==> config.mk <==
export PLATFORM = sky130hd
export DESIGN_NAME = pt_refill_walker
export DESIGN_NICKNAME = d
export VERILOG_FILES = /design/src/rtl/ptw_pkg.sv /design/src/rtl/ptw_pte_addr.sv /design/src/rtl/ptw_way_ctr.sv /design/src/rtl/pt_refill_walker.sv
export SDC_FILE = /design/constraint.sdc
export NUM_CORES = 1
export LEC_CHECK = 0
export BUFFER_PORTS_ARGS = -buffer_cell sky130_fd_sc_hd__buf_2
export CORE_AREA = 5 5 136 138
export CTS_BUF_LIST = sky130_fd_sc_hd__clkbuf_8
export CTS_CLUSTER_DIAMETER = 30
export DETAILED_ROUTE_END_ITERATION = 6
export DIE_AREA = 0 0 141 143
export PLACE_DENSITY = 0.73
export SYNTH_ARGS = -nofsm -noshare
export SYNTH_HDL_FRONTEND = slang
export SYNTH_SLANG_ARGS = --single-unit
==> constraint.sdc <==
create_clock -name clk -period 1.9 [get_ports clk]
set_input_delay 0.285 -clock clk [delete_from_list [all_inputs] [get_ports clk]]
set_output_delay 0.285 -clock clk [all_outputs]
set_load 0.05 [all_outputs]
==> src/rtl/ptw_pkg.sv <==
package ptw_pkg;
   typedef enum logic [2:0] {
      PTW_IDLE    = 3'd0,
      PTW_XLATE   = 3'd1,
      PTW_READ    = 3'd2,
      PTW_INSTALL = 3'd3,
      PTW_DONE    = 3'd4
   } ptw_state_e;
endpackage

==> src/rtl/ptw_pte_addr.sv <==
module ptw_pte_addr #(
   parameter int VA_W      = 32,
   parameter int PTE_W     = 32,
   parameter int IDX_SHIFT = 10
) (
   input  logic [VA_W-1:0] pt_base,
   input  logic [VA_W-1:0] miss_va,
   output logic [VA_W-1:0] pte_va
);
   localparam int ALIGN_BITS = $clog2(PTE_W / 8);
   localparam logic [VA_W-1:0] ALIGN_MASK = ~(VA_W'((1 << ALIGN_BITS) - 1));

   if (IDX_SHIFT < 1 || IDX_SHIFT >= VA_W) begin : g_bad_shift
      initial $error("ptw_pte_addr: IDX_SHIFT out of range");
   end
   if ((PTE_W % 8) != 0) begin : g_bad_pte
      initial $error("ptw_pte_addr: PTE_W must be whole bytes");
   end

   always_comb begin
      pte_va = (pt_base | (miss_va >> IDX_SHIFT)) & ALIGN_MASK;
   end
endmodule

==> src/rtl/ptw_way_ctr.sv <==
module ptw_way_ctr #(
   parameter int RR_WAYS = 4,
   localparam int WAY_W  = (RR_WAYS > 1) ? $clog2(RR_WAYS) : 1
) (
   input  logic             clk,
   input  logic             rst_n,
   input  logic             advance,
   output logic [WAY_W-1:0] nxt_way
);
   logic [WAY_W-1:0] cnt;

   if (RR_WAYS < 2) begin : g_bad_ways
      initial $error("ptw_way_ctr: RR_WAYS must be at least 2");
   end

   if ((RR_WAYS & (RR_WAYS - 1)) == 0) begin : g_pow2
      assign nxt_way = cnt + 1'b1;
   end else begin : g_mod
      assign nxt_way = (cnt == WAY_W'(RR_WAYS - 1)) ? '0 : cnt + 1'b1;
   end

   always_ff @(posedge clk or negedge rst_n) begin
      if (!rst_n) begin
         cnt <= '0;
      end else if (advance) begin
         cnt <= nxt_way;
      end
   end
endmodule

==> src/rtl/pt_refill_walker.sv <==
module pt_refill_walker #(
   parameter int VA_W      = 32,
   parameter int PA_W      = 32,
   parameter int PTE_W     = 32,
   parameter int CAUSE_W   = 6,
   parameter int IDX_SHIFT = 10,
   parameter int RING_LSB  = 4,
   parameter int RING_W    = 2,
   parameter int RR_WAYS   = 4,
   localparam int WAY_W    = (RR_WAYS > 1) ? $clog2(RR_WAYS) : 1
) (
   input  logic               clk,
   input  logic               rst_n,
   input  logic               miss_valid,
   input  logic [VA_W-1:0]    miss_vaddr,
   input  logic               miss_probe,
   input  logic [CAUSE_W-1:0] miss_cause,
   input  logic [VA_W-1:0]    pt_base,
   output logic               busy,
   output logic               xl_req,
   output logic [VA_W-1:0]    xl_vaddr,
   input  logic               xl_rsp_valid,
   input  logic               xl_rsp_ok,
   input  logic [PA_W-1:0]    xl_rsp_paddr,
   output logic               mem_req,
   output logic [PA_W-1:0]    mem_addr,
   input  logic               mem_rsp_valid,
   input  logic [PTE_W-1:0]   mem_rsp_data,
   output logic               inst_valid,
   output logic [WAY_W-1:0]   inst_way,
   output logic [VA_W-1:0]    inst_vaddr,
   output logic [PTE_W-1:0]   inst_pte,
   output logic [RING_W-1:0]  inst_ring,
   output logic               excv_we,
   output logic [VA_W-1:0]    excv_data,
   output logic               tmp_valid,
   output logic               done_valid,
   output logic               done_ok,
   output logic [CAUSE_W-1:0] done_cause,
   output logic [RING_W-1:0]  done_ring,
   output logic [PTE_W-1:0]   done_pte
);
   import ptw_pkg::*;

   if (RING_LSB + RING_W > PTE_W) begin : g_bad_ring
      initial $error("pt_refill_walker: ring field outside entry word");
   end

   ptw_state_e         st;
   logic [VA_W-1:0]    r_va;
   logic [VA_W-1:0]    r_pte_va;
   logic               r_probe;
   logic [CAUSE_W-1:0] r_cause;
   logic [PA_W-1:0]    r_pa;
   logic [PTE_W-1:0]   r_pte;
   logic               r_ok;
   logic [VA_W-1:0]    pte_va;
   logic               way_adv;
   logic [RING_W-1:0]  ring;

   ptw_pte_addr #(
      .VA_W(VA_W), .PTE_W(PTE_W), .IDX_SHIFT(IDX_SHIFT)
   ) u_addr (
      .pt_base(pt_base),
      .miss_va(miss_vaddr),
      .pte_va (pte_va)
   );

   assign way_adv = (st == PTW_INSTALL) && !r_probe;

   ptw_way_ctr #(.RR_WAYS(RR_WAYS)) u_way (
      .clk    (clk),
      .rst_n  (rst_n),
      .advance(way_adv),
      .nxt_way(inst_way)
   );

   always_ff @(posedge clk or negedge rst_n) begin
      if (!rst_n) begin
         st       <= PTW_IDLE;
         r_va     <= '0;
         r_pte_va <= '0;
         r_probe  <= 1'b0;
         r_cause  <= '0;
         r_pa     <= '0;
         r_pte    <= '0;
         r_ok     <= 1'b0;
      end else begin
         case (st)
            PTW_IDLE: begin
               if (miss_valid) begin
                  r_va     <= miss_vaddr;
                  r_pte_va <= pte_va;
                  r_probe  <= miss_probe;
                  r_cause  <= miss_cause;
                  r_ok     <= 1'b0;
                  st       <= PTW_XLATE;
               end
            end
            PTW_XLATE: begin
               if (xl_rsp_valid) begin
                  if (xl_rsp_ok) begin
                     r_pa <= xl_rsp_paddr;
                     st   <= PTW_READ;
                  end else begin
                     r_ok <= 1'b0;
                     st   <= PTW_DONE;
                  end
               end
            end
            PTW_READ: begin
               if (mem_rsp_valid) begin
                  r_pte <= mem_rsp_data;
                  r_ok  <= 1'b1;
                  st    <= PTW_INSTALL;
               end
            end
            PTW_INSTALL: st <= PTW_DONE;
            PTW_DONE:    st <= PTW_IDLE;
            default:     st <= PTW_IDLE;
         endcase
      end
   end

   assign ring       = r_pte[RING_LSB +: RING_W];
   assign busy       = (st != PTW_IDLE);
   assign xl_req     = (st == PTW_XLATE);
   assign xl_vaddr   = r_pte_va;
   assign mem_req    = (st == PTW_READ);
   assign mem_addr   = r_pa;
   assign inst_valid = way_adv;
   assign inst_vaddr = r_va;
   assign inst_pte   = r_pte;
   assign inst_ring  = ring;
   assign excv_we    = way_adv;
   assign excv_data  = r_va;
   assign tmp_valid  = (st == PTW_INSTALL) && r_probe;
   assign done_valid = (st == PTW_DONE);
   assign done_ok    = (st == PTW_DONE) && r_ok;
   assign done_cause = (st == PTW_DONE && !r_ok) ? r_cause : '0;
   assign done_ring  = ring;
   assign done_pte   = r_pte;
endmodule

==> impl_metrics.yaml <==
synthesis:
  ys_seq_area_share_pct: 58.5
  synth.area.top_cells: "dfrtp_1, mux2_2, buf_4"
  synth-edff-count: 0
  yosysTopAreaCellShare_pct: 58.5
  ys_types: 27
  synth_warnings: 0
  synth_ff_type: "dfrtp_1"
  synth_area_leader_cell: "dfrtp_1"
  avgSynthCellArea_um2: 13.3
  synth_area_um2: 5950
  synth_seq_cells: 139
  syn-instance-count: 446
  synth-async-reset-ratio_pct: 100
route:
  drt-total-wl_um: 15300
  drc: 0
  wl_per_cell_um: 15.5
  drt-initial-drc-count: 102
  dr.pass1.iters: 4
  antenna_left: 0
  num_vias: 4372
  via_per_inst: 4.43
die:
  die_y_um: 143
  die_area_um2: 20200
  initial_core_util_pct: 34.9
  fp.dieW_um: 141
  pin_count: 353
  rows: 48
  fp.coreArea_um2: 17100
timing:
  fin_worst_skew_ns: 0.0127
  slew_violations: 0
  fin_crit_sh_pct: 99.7
  setup_viol: 0
  hold_viol_final: 0
  fmax_mhz: 528
  min_period_ns: 1.89
  rsz0062_at_grt: "true"
clocking:
  clk_latency_ns: 0.44
  tritoncts: "done"
  clock_sinks: 139
  cts.path.max_buffers: 2
  numCtsBuffers: 17
  root_buffer: "clkbuf_8"
  path_clk_slew_ns: 0.08
  htreeDepth: 4
setup_path:
  cp-start-kind: "flip-flop"
  path_delay_family: "flip-flops"
  cp_slowest_cell: "dfrtp_2"
  worst-endpoint-arrival_ns: 1.61
  endpoint: "done_cause[3]"
  crit_buf_inv: 2
  setup.worst_path.start: "st[1]"
  worstPathRequired_ns: 1.62
  path_max_fanout: 6
  critical_path.cell_chain: "nor4b_4, buf_4, and2_4, buf_8"
  reg2reg_to: "excv_data[23]"
  crit_cells: 4
  max_stage_delay_ns: 0.45
  crit_type: "flip-flop to primary output"
  reg2regPathDepth: 5
  r2r_slack_ns: 0.12
  reg2reg_from: "st[0]"
  end_kind: "primary output"
placed_design:
  dp_hpwl_um: 11900
  place_congestion: 0.770
  placed_area_um2: 7520
  port_buffers: 348
worst_hold_path:
  hold_path.class: "primary input to flip-flop"
outcome:
  status: "finished clean"
run:
  cap_violations: 0
layout:
  final_common_cell: "buf_2"
  design_area_um2: 8110
  layout-drive-gt1-share_pct: 69.0
  layout_common_cells: "buf_2, dfrtp_1, mux2_2"
  synthToLayoutAreaGrowth_pct: 36.4
  nets: 888
global_route:
  grt_max_degree: 45
  antenna_found_initial: 3
  grt_pass1_vias: 4581
  overflow: 0
  track_usage_pct: 15.2
  grt_first_pass_wirelength_um: 24000
[how the worst min path moves through the flow]
stage	slack, ns	endpoint	from	cells after the start
after floorplan	-0.01	done_pte[0]	rst_n	0
after global placement	0.24	xl_vaddr[22]	rst_n	1
after detailed placement	0.24	xl_vaddr[25]	rst_n	1
after CTS	0.01	done_pte[1]	mem_rsp_data[1]	2
after global routing	0.02	done_pte[1]	mem_rsp_data[1]	2
final	0.06	done_pte[1]	mem_rsp_data[1]	2
[metal layers]
metal	part of all wire (%)	GRT usage, %	up-vias
li1	-	-	2040
met1	37	16.9	2101
met2	52	26.2	216
met3	9.7	6.03	15
met4	1.9	5.92	0
met5	0	0	-
[cell families (layout without fill, tap and decap cells)]
family | count (synthesis) | count (layout) | share of synthesized area, %
compound gates | 27 | 27 | 2.31
buf+inv | 92 | 404 | 11.3
flops | 139 | 139 | 58.5
mux | 114 | 114 | 21.6
simple gates | 70 | 70 | 5.83
other cells | 1 | 4 | 0.0631
xor+xnor | 3 | 3 | 0.442
[synth_stat cells, types with 2 or more instances]
master and instances:
buf_6 5, nand2_1 2, inv_1 2, and3_1 2, nand2b_1 4, nor2b_1 2, a21oi_1 25, and2_1 7
mux2_1 7, xnor2_1 2, nor2_1 45, nand3_1 2, clkbuf_1 3, buf_2 8, buf_4 74, mux2_2 107
dfrtp_1 139
[state kept, by name, summed over array words and instances, names as in the netlist]
signal     cells
mem_addr      32
st             3
r_ok           1
done_pte      32
xl_vaddr      30
u_way.cnt      2
r_probe        1
r_cause        6
excv_data     32
[worst reg2reg max path: stages, from the launching register on]
cell and delay, ns:
dfrtp_2 0.47, buf_4 0.18, nor4b_4 0.23, buf_4 0.20
buf_12 0.21, mux2_2 0.38
[metrics by stage]
stage | utilization (%) | std cells | setup slack (ns) | hold WS [ns] | TNS (ns)
2_1_floorplan | - | 447 | -0.0291 | -0.0106 | -0.174
3_3_place_gp | 44.1 | 944 | 0.195 | 0.244 | 0
3_5_place_dp | 44.1 | 944 | 0.188 | 0.245 | 0
4_1_cts | 47.1 | 984 | -0.0251 | 0.0122 | -0.123
5_1_grt | 47.6 | 986 | -0.109 | 0.0220 | -0.681
6_report | 47.6 | 986 | 0.00573 | 0.0604 | 0
[cell type report]
| type | instances | area [µm²] |
|---|---|---|
| antenna | 2 | 5.00 |
| multi-input combinational | 216 | 1860 |
| inverter | 2 | 7.51 |
| fill | 1549 | 8940 |
| timing repair buffer | 371 | 2120 |
| clock buffer | 17 | 234 |
| clock inverter | 14 | 125 |
| sequential | 139 | 3480 |
| tap | 225 | 282 |
[timing repair]
action / 4_1_cts / 5_1_grt
hold buffers: 1 / 0
setup endpoints to repair: 14 / 12
buffers inserted: 8 / 0
pin swaps: 0 / 7
resized for setup: 25 / 26
hold endpoints to repair: 39 / 0
cloned: 0 / 0
Power is left out: the tool's default activity adds up to more than one toggle a clock period on the data nets, which glitch-free logic cannot reach.
